$ cat src/rtl/fpg_pkg.sv
package fpg_pkg;
  localparam int WID_W  = 8;
  localparam int RATE_W = 4;

  localparam logic [7:0] GP_DATA_A = 8'h20;
  localparam logic [7:0] GP_DIR_A  = 8'h21;
  localparam logic [7:0] GP_MASK_A = 8'h22;
  localparam logic [7:0] TMR_EN_A  = 8'h23;
  localparam logic [7:0] TMR_LO_A  = 8'h24;
  localparam logic [7:0] TMR_HI_A  = 8'h25;

  // divider step at a frame boundary: wraps to zero once the code is reached
  function automatic logic [RATE_W-1:0] fcnt_step(logic [RATE_W-1:0] cur,
                                                  logic [RATE_W-1:0] lim);
    return (cur >= lim) ? '0 : cur + 1'b1;
  endfunction

  // a frame fires when its divider count is zero
  function automatic logic frame_due(logic [RATE_W-1:0] cur);
    return cur == '0;
  endfunction

  // visible level of general-purpose bits
  function automatic logic [7:0] gpio_view(logic [7:0] dir, logic [7:0] dout,
                                           logic [7:0] pin, logic [7:0] mask);
    return mask & ((dir & dout) | (~dir & pin));
  endfunction
endpackage

$ cat src/rtl/fpg_regs.sv
module fpg_regs
  import fpg_pkg::*;
#(
  parameter int NCH     = 8,
  parameter int PHASE_W = 12,
  parameter int TMR_W   = 16
) (
  input  logic                    clk,
  input  logic                    rst_n,
  input  logic                    wr_en,
  input  logic [7:0]              addr,
  input  logic [7:0]              wdata,
  input  logic [NCH-1:0]          ch_in,
  output logic [NCH*PHASE_W-1:0]  ofs_flat,
  output logic [NCH*WID_W-1:0]    wid_flat,
  output logic [NCH*RATE_W-1:0]   rate_flat,
  output logic [NCH-1:0]          gp_mode,
  output logic [NCH-1:0]          inv,
  output logic [NCH-1:0]          gp_dout,
  output logic [NCH-1:0]          gp_dir,
  output logic [NCH-1:0]          gp_mask,
  output logic                    tmr_en,
  output logic [TMR_W-1:0]        tmr_reload,
  output logic [7:0]              rd_data
);
  localparam logic [15:0] OFS_MASK = 16'((32'd1 << PHASE_W) - 1);

  logic [15:0] ofs_r [NCH];
  logic [7:0]  wid_r [NCH];
  logic [7:0]  ctl_r [NCH];
  logic [15:0] rld_r;

  always_ff @(posedge clk or negedge rst_n) begin
    if (!rst_n) begin
      for (int c = 0; c < NCH; c++) begin
        ofs_r[c] <= '0;
        wid_r[c] <= '0;
        ctl_r[c] <= '0;
      end
      gp_dout <= '0;
      gp_dir  <= '0;
      gp_mask <= '0;
      tmr_en  <= 1'b0;
      rld_r   <= '0;
    end else if (wr_en) begin
      for (int c = 0; c < NCH; c++) begin
        if (addr[7:2] == 6'(c)) begin
          case (addr[1:0])
            2'd0: ofs_r[c][7:0]  <= wdata & OFS_MASK[7:0];
            2'd1: ofs_r[c][15:8] <= wdata & OFS_MASK[15:8];
            2'd2: wid_r[c]       <= wdata;
            default: ctl_r[c]    <= wdata;
          endcase
        end
      end
      case (addr)
        GP_DATA_A: gp_dout     <= wdata[NCH-1:0];
        GP_DIR_A:  gp_dir      <= wdata[NCH-1:0];
        GP_MASK_A: gp_mask     <= wdata[NCH-1:0];
        TMR_EN_A:  tmr_en      <= wdata[0];
        TMR_LO_A:  rld_r[7:0]  <= wdata;
        TMR_HI_A:  rld_r[15:8] <= wdata;
        default: ;
      endcase
    end
  end

  generate
    for (genvar g = 0; g < NCH; g++) begin : g_flat
      assign ofs_flat[g*PHASE_W +: PHASE_W] = ofs_r[g][PHASE_W-1:0];
      assign wid_flat[g*WID_W +: WID_W]     = wid_r[g];
      assign rate_flat[g*RATE_W +: RATE_W]  = ctl_r[g][7:4];
      assign gp_mode[g]                     = ctl_r[g][0];
      assign inv[g]                         = ctl_r[g][1];
    end
  endgenerate

  assign tmr_reload = rld_r[TMR_W-1:0];

  always_comb begin
    rd_data = '0;
    for (int c = 0; c < NCH; c++) begin
      if (addr[7:2] == 6'(c)) begin
        case (addr[1:0])
          2'd0: rd_data = ofs_r[c][7:0];
          2'd1: rd_data = ofs_r[c][15:8];
          2'd2: rd_data = wid_r[c];
          default: rd_data = ctl_r[c];
        endcase
      end
    end
    case (addr)
      GP_DATA_A: rd_data = gpio_view(8'(gp_dir), 8'(gp_dout), 8'(ch_in), 8'(gp_mask));
      GP_DIR_A:  rd_data = 8'(gp_dir);
      GP_MASK_A: rd_data = 8'(gp_mask);
      TMR_EN_A:  rd_data = {7'd0, tmr_en};
      TMR_LO_A:  rd_data = rld_r[7:0];
      TMR_HI_A:  rd_data = rld_r[15:8];
      default: ;
    endcase
  end
endmodule

$ cat src/rtl/fpg_chan.sv
module fpg_chan
  import fpg_pkg::*;
#(
  parameter int PHASE_W = 12
) (
  input  logic               clk,
  input  logic               rst_n,
  input  logic [PHASE_W-1:0] phase,
  input  logic               frame_tick,
  input  logic [PHASE_W-1:0] ofs_stage,
  input  logic [WID_W-1:0]   wid_stage,
  input  logic [RATE_W-1:0]  rate_stage,
  output logic [PHASE_W-1:0] ofs_act,
  output logic               start,
  output logic               pulse
);
  logic [WID_W-1:0]  wid_act;
  logic [RATE_W-1:0] rate_act;
  logic [RATE_W-1:0] fcnt;
  logic [WID_W-1:0]  remain;

  assign start = (phase == ofs_act) && frame_due(fcnt) && (wid_act != '0);

  // staged settings and frame divider move only on the frame boundary
  always_ff @(posedge clk or negedge rst_n) begin
    if (!rst_n) begin
      ofs_act  <= '0;
      wid_act  <= '0;
      rate_act <= '0;
      fcnt     <= '0;
    end else if (frame_tick) begin
      ofs_act  <= ofs_stage;
      wid_act  <= wid_stage;
      rate_act <= rate_stage;
      fcnt     <= fcnt_step(fcnt, rate_act);
    end
  end

  always_ff @(posedge clk or negedge rst_n) begin
    if (!rst_n) begin
      pulse  <= 1'b0;
      remain <= '0;
    end else if (start) begin
      pulse  <= 1'b1;
      remain <= wid_act - 1'b1;
    end else if (pulse) begin
      if (remain == '0) pulse <= 1'b0;
      else remain <= remain - 1'b1;
    end
  end
endmodule

$ cat src/rtl/fpg_timer.sv
module fpg_timer #(
  parameter int TMR_W = 16
) (
  input  logic             clk,
  input  logic             rst_n,
  input  logic             en,
  input  logic [TMR_W-1:0] reload,
  output logic [TMR_W-1:0] cnt,
  output logic             pulse
);
  always_ff @(posedge clk or negedge rst_n) begin
    if (!rst_n) begin
      cnt   <= '0;
      pulse <= 1'b0;
    end else if (!en) begin
      cnt   <= reload;
      pulse <= 1'b0;
    end else if (cnt == '0) begin
      cnt   <= reload;
      pulse <= 1'b1;
    end else begin
      cnt   <= cnt - 1'b1;
      pulse <= 1'b0;
    end
  end
endmodule

$ cat src/rtl/fpulse_gen.sv
module fpulse_gen
  import fpg_pkg::*;
#(
  parameter int NCH     = 8,
  parameter int PHASE_W = 12,
  parameter int TMR_W   = 16
) (
  input  logic           clk,
  input  logic           rst_n,
  input  logic           wr_en,
  input  logic [7:0]     addr,
  input  logic [7:0]     wdata,
  output logic [7:0]     rd_data,
  input  logic [NCH-1:0] ch_in,
  output logic [NCH-1:0] ch_out,
  output logic [NCH-1:0] ch_oe
);
  logic [PHASE_W-1:0]      phase;
  logic                    frame_tick;
  logic [NCH*PHASE_W-1:0]  ofs_stage_flat;
  logic [NCH*PHASE_W-1:0]  ofs_act_flat;
  logic [NCH*WID_W-1:0]    wid_flat;
  logic [NCH*RATE_W-1:0]   rate_flat;
  logic [NCH-1:0]          gp_mode, inv, gp_dout, gp_dir, gp_mask;
  logic [NCH-1:0]          chan_start, chan_pulse, tsel;
  logic                    tmr_en, tmr_pulse;
  logic [TMR_W-1:0]        tmr_reload, tmr_cnt;

  always_ff @(posedge clk or negedge rst_n) begin
    if (!rst_n) phase <= '0;
    else        phase <= phase + 1'b1;
  end

  assign frame_tick = &phase;

  fpg_regs #(.NCH(NCH), .PHASE_W(PHASE_W), .TMR_W(TMR_W)) u_regs (
    .clk(clk), .rst_n(rst_n), .wr_en(wr_en), .addr(addr), .wdata(wdata),
    .ch_in(ch_in), .ofs_flat(ofs_stage_flat), .wid_flat(wid_flat),
    .rate_flat(rate_flat), .gp_mode(gp_mode), .inv(inv), .gp_dout(gp_dout),
    .gp_dir(gp_dir), .gp_mask(gp_mask), .tmr_en(tmr_en),
    .tmr_reload(tmr_reload), .rd_data(rd_data)
  );

  fpg_timer #(.TMR_W(TMR_W)) u_tmr (
    .clk(clk), .rst_n(rst_n), .en(tmr_en), .reload(tmr_reload),
    .cnt(tmr_cnt), .pulse(tmr_pulse)
  );

  assign tsel = {tmr_en, {(NCH-1){1'b0}}};

  generate
    for (genvar c = 0; c < NCH; c++) begin : g_ch
      logic src;
      logic gp_own;

      fpg_chan #(.PHASE_W(PHASE_W)) u_chan (
        .clk(clk), .rst_n(rst_n), .phase(phase), .frame_tick(frame_tick),
        .ofs_stage(ofs_stage_flat[c*PHASE_W +: PHASE_W]),
        .wid_stage(wid_flat[c*WID_W +: WID_W]),
        .rate_stage(rate_flat[c*RATE_W +: RATE_W]),
        .ofs_act(ofs_act_flat[c*PHASE_W +: PHASE_W]),
        .start(chan_start[c]), .pulse(chan_pulse[c])
      );

      assign src       = tsel[c] ? tmr_pulse : chan_pulse[c];
      assign gp_own    = gp_mode[c] & ~tsel[c];
      assign ch_out[c] = gp_own ? gp_dout[c] : (src ^ inv[c]);
      assign ch_oe[c]  = gp_own ? gp_dir[c] : 1'b1;
    end
  endgenerate
endmodule

$ cat config.mk
export PLATFORM = sky130hd
export DESIGN_NAME = fpulse_gen
export DESIGN_NICKNAME = d
export VERILOG_FILES = /design/src/rtl/fpg_pkg.sv /design/src/rtl/fpg_regs.sv /design/src/rtl/fpg_chan.sv /design/src/rtl/fpg_timer.sv /design/src/rtl/fpulse_gen.sv
export SDC_FILE = /design/constraint.sdc
export NUM_CORES = 1
export LEC_CHECK = 0
export ABC_AREA = 1
export BUFFER_PORTS_ARGS = -buffer_cell sky130_fd_sc_hd__buf_4
export CAP_MARGIN = 40
export CORE_ASPECT_RATIO = 0.6
export CORE_UTILIZATION = 30
export DETAILED_ROUTE_END_ITERATION = 12
export SLEW_MARGIN = 30
export SYNTH_ARGS = -nofsm -noshare
export SYNTH_HDL_FRONTEND = slang
export SYNTH_SLANG_ARGS = --single-unit
$ cat constraint.sdc
create_clock -name clk -period 5.25 [get_ports clk]
set_clock_uncertainty 0.05 [all_clocks]
set_input_delay 0.525 -clock clk [delete_from_list [all_inputs] [get_ports clk]]
set_output_delay 0.525 -clock clk [all_outputs]
set_load 0.02 [all_outputs]
==> flow_metrics.env <==
export IMPL_synth_xor_area_share_pct=2.06
export IMPL_pwr_share_clk_pct=44.9
export IMPL_maxCapViolCount=0
export IMPL_clk_pin_slew_ns=0.07
export IMPL_synth_compound_area_share_pct=13.7
export IMPL_avgSynthCellArea_um2=7.83
export IMPL_fp_dieH_um=248
export IMPL_finalInstanceArea_mm2=0.0340
export IMPL_path_buf_inv=3
export IMPL_synthFlopType="dfrtp_1"
export IMPL_synth_fp_nets=3942
export IMPL_drc_errors=0
export IMPL_viasPerCell=5.04
export IMPL_die_w_um=411
export IMPL_crit_chain="buf_4 > inv_1 > nand2_2 > o22ai_1 > o21ai_0 > nand2_1 > nor3b_1 > nand4_1 > a21oi_1 > nand2_1 > buf_4"
export IMPL_num_fill_cells=10300
export IMPL_antenna_found_initial=6
export IMPL_cts_tree="built"
export IMPL_fin_cells=5217
export IMPL_worstSetupPathType="input port to output pin"
export IMPL_coreArea_mm2=0.0990
export IMPL_htree_levels=2
export IMPL_cts_buffer_depth=3
export IMPL_synth_top_area_share_pct=48.9
export IMPL_num_rows=89
export IMPL_intPower_w=0.00751
export IMPL_grt_max_degree=152
export IMPL_final_setup_tns_ns=0
export IMPL_drive_gt1_share_pct=8.01
export IMPL_place_area_mm2=0.0320
export IMPL_cp_arrival_ns=3.17
export IMPL_vdd_drop_max_mv=0.258
export IMPL_p_seq_share_pct=48.1
export IMPL_port_buffers=50
export IMPL_ant_nets=0
export IMPL_dp_cells=5113
export IMPL_synth_cells=3857
export IMPL_slew_headroom_pct=34.0
export IMPL_p_per_area_mw_per_mm2=296
export IMPL_regArea_mm2=0.0148
export IMPL_p_sw_w=0.00257
export IMPL_ys_warn_count=0
export IMPL_gp_congestion=0.952
export IMPL_overflow=0
export IMPL_fin_crit_ns=3.74
export IMPL_cts_buffers=53
export IMPL_cpLargestDelayFamily="simple AND/OR/NAND/NOR gates"
export IMPL_synthSimpleGateAreaFrac_pct=24.2
export IMPL_synthAdderAreaFrac_pct=2.40
export IMPL_dr_first_iter_drc_count=3648
export IMPL_cts_root_buf="clkbuf_16"
export IMPL_p_leak_nw=15.9
export IMPL_worstPathRequired_ns=4.68
export IMPL_critical_path_startpoint_type="input port"
export IMPL_first_global_vias=23500
export IMPL_finalNetCount=3939
export IMPL_clk_latency_ns=0.63
export IMPL_hp_class="input port to flip-flop"
export IMPL_netSwitchingFraction_pct=25.5
export IMPL_syn_area_mm2=0.0302
export IMPL_postLayoutCoreUtil_pct=34.4
export IMPL_cts_resized=0
export IMPL_ys_types=47
export IMPL_hold_viol=0
export IMPL_start_util_pct=30.5
export IMPL_ys_top_cells_by_area="dfrtp_1 (49%), nand2_1 (15%), o21ai_0 (9.2%), inv_1 (5.6%), nor2_1 (2.6%)"
export IMPL_rsz0062_at_grt="no"
export IMPL_ios=51
export IMPL_worst_pin_slew_ns=0.989
export IMPL_clock_sinks=590
export IMPL_p_comb_share_pct=7.0
export IMPL_synth_enable_flop_cells=0
export IMPL_cp_end_kind="output pin"
export IMPL_dieArea_mm2=0.102
export IMPL_grt_usage_pct=19.9
export IMPL_report_final_slew_viol_count=0
export IMPL_wl_mm=102
export IMPL_drtPass1Iterations=10
export IMPL_vias=26300
export IMPL_crit_fanout=32
export IMPL_dp_hpwl_mm=73.3
export IMPL_yosysTopAreaCell="dfrtp_1"
export IMPL_ys_ff_latch=590
export IMPL_syn_to_final_growth_pct=12.7
export IMPL_grt_first_pass_wirelength_mm=153
export IMPL_critical_path_max_stage_delay_ns=0.61
export IMPL_power_total_w=0.0101
export IMPL_synth_top_family_by_area="simple AND/OR/NAND/NOR gates"
export IMPL_max_clock_freq_mhz=267
export IMPL_hold_buffers=1
export IMPL_detail_route_wl_per_cell_um=19.6
export IMPL_cts_repair_timing_setup_buffer_count=0
export IMPL_async_flop_share_pct=100
export IMPL_min_period_over_period_pct=71.3
export IMPL_crit_path_top_delay_cell="nand2_2"
export IMPL_multi_input_area_mm2=0.0129
export IMPL_setup_viol=0
export IMPL_yosysSeqAreaShare_pct=48.9
export IMPL_outcome="finished clean"
export IMPL_synthMuxAreaShare_pct=0.298
==> state kept, by name, summed over array words and instances, names as in the netlist, 12 cells and up <==
register / flops
g_ch.u_chan.ofs_act: 96
u_regs.wid_flat: 64
g_ch.u_chan.remain: 64
g_ch.u_chan.fcnt: 32
u_tmr.cnt: 16
g_ch.u_chan.wid_act: 64
g_ch.u_chan.rate_act: 32
u_regs.rate_flat: 32
phase: 12
u_regs.tmr_reload: 16
u_regs.ofs_flat: 96
u_regs.ctl_r: 16
==> worst paths after layout <==
check                                      startpoint                         end  slack, ns  depth (start not counted)
setup / recovery                              addr[0]                  rd_data[5]       1.51                         11
hold / removal                               wdata[1]         u_regs.ofs_flat[13]       0.14                          3
setup reg to reg                             phase[5]    g_ch[1].u_chan.remain[6]       1.81                         16
hold reg to reg            g_ch[5].u_chan.rate_act[2]  g_ch[5].u_chan.rate_act[2]       0.43                          2
max in group asynchronous                       rst_n        g_ch[1].u_chan.pulse       3.26                          3
min in group asynchronous                       rst_n    g_ch[3].u_chan.remain[4]       0.49                          2
==> kinds of logic after synthesis <==
family	Yosys count
simple gates	1746
compound gates	754
buf+inv	629
flops	590
xor+xnor	71
fa+ha+maj	58
mux	9
==> through the flow <==
| step | hold WS [ns] | setup WS (ns) |
|---|---|---|
| after detailed placement | 0.420 | 1.62 |
| after floorplan | 0.179 | 2.80 |
| final | 0.140 | 1.51 |
| after CTS | 0.110 | 1.62 |
| after global placement | 0.411 | 1.71 |
| after global routing | 0.140 | 1.38 |
==> cell type report <==
class                   instances  area share (%)
repair buffers                 93            2.62
multi-input cells            2638            38.0
inverters                     478            5.32
clock buffers                  66            4.34
flip-flops and latches        590            43.4
diodes                          2          0.0147
well taps                    1319            4.85
clock inverters                31            1.44
==> cell usage after synthesis, drive strengths merged, types with 25 or more instances <==
cell type and instances:
o221ai 38, nand4 48, nor2 240, a21oi 59, buf 43, nand3 145
nor3 25, xnor2 37, inv 477, dfrtp 590, ha 58, o22ai 25
clkbuf 108, xor2 34, nand2 1242, o21ai 587
==> placed cells by master, fill, tap and decap left out, drive strengths merged <==
| cell | Yosys | routed |
|---|---|---|
| bufinv | 0 | 12 |
| nand4 | 48 | 48 |
| dfrtp | 590 | 590 |
| a21o | 1 | 1 |
| inv | 477 | 476 |
| o22ai | 25 | 25 |
| o211ai | 20 | 20 |
| mux2i | 9 | 9 |
| diode | 0 | 2 |
| buf | 43 | 91 |
| clkinv | 1 | 12 |
| o21a | 1 | 1 |
| nor3 | 25 | 25 |
| clkinvlp | 0 | 9 |
| nand2 | 1242 | 1242 |
| a221oi | 3 | 3 |
| o2111a | 1 | 1 |
| a32o | 2 | 2 |
| ha | 58 | 58 |
| dlygate4sd3 | 0 | 1 |
| o21ai | 587 | 587 |
| and2 | 8 | 8 |
| nor3b | 6 | 6 |
| nor4 | 20 | 20 |
| o2111ai | 2 | 2 |
| nand3 | 145 | 145 |
| clkbuf | 108 | 67 |
| or2 | 3 | 3 |
| a31oi | 11 | 11 |
| xnor2 | 37 | 37 |
| o221ai | 38 | 38 |
| nand3b | 6 | 6 |
| a22oi | 1 | 1 |
| a21oi | 59 | 59 |
| xor2 | 34 | 34 |
| nor2 | 240 | 240 |
| a211oi | 3 | 3 |
| and3 | 3 | 3 |
==> power groups by stage <==
stage	Sequential [W]	Combinational, W	Clock [W]
finish	0.00485	0.000702	0.00453
global route	0.00486	0.000783	0.00475
CTS	0.00484	0.000693	0.00458
detailed placement	0.00493	0.000689	0
global placement	0.00492	0.000674	0
floorplan	0.00488	0.000366	0
==> worst min-delay path: cells and delay by family <==
family | cells | cell delay, ns
compound gates | 1 | 0.06
buf+inv | 1 | 0.14
simple gates | 1 | 0.06
==> metal layers <==
layer | vias up | GRT usage, % | part of all wire [%]
li1 | 12400 | - | -
met1 | 12500 | 31.7 | 48
met2 | 1259 | 24.8 | 36
met3 | 130 | 6.90 | 13
met4 | 2 | 3.86 | 1.7
met5 | - | 0 | 0.013
Note: power is estimated with default switching activity, not from simulation.
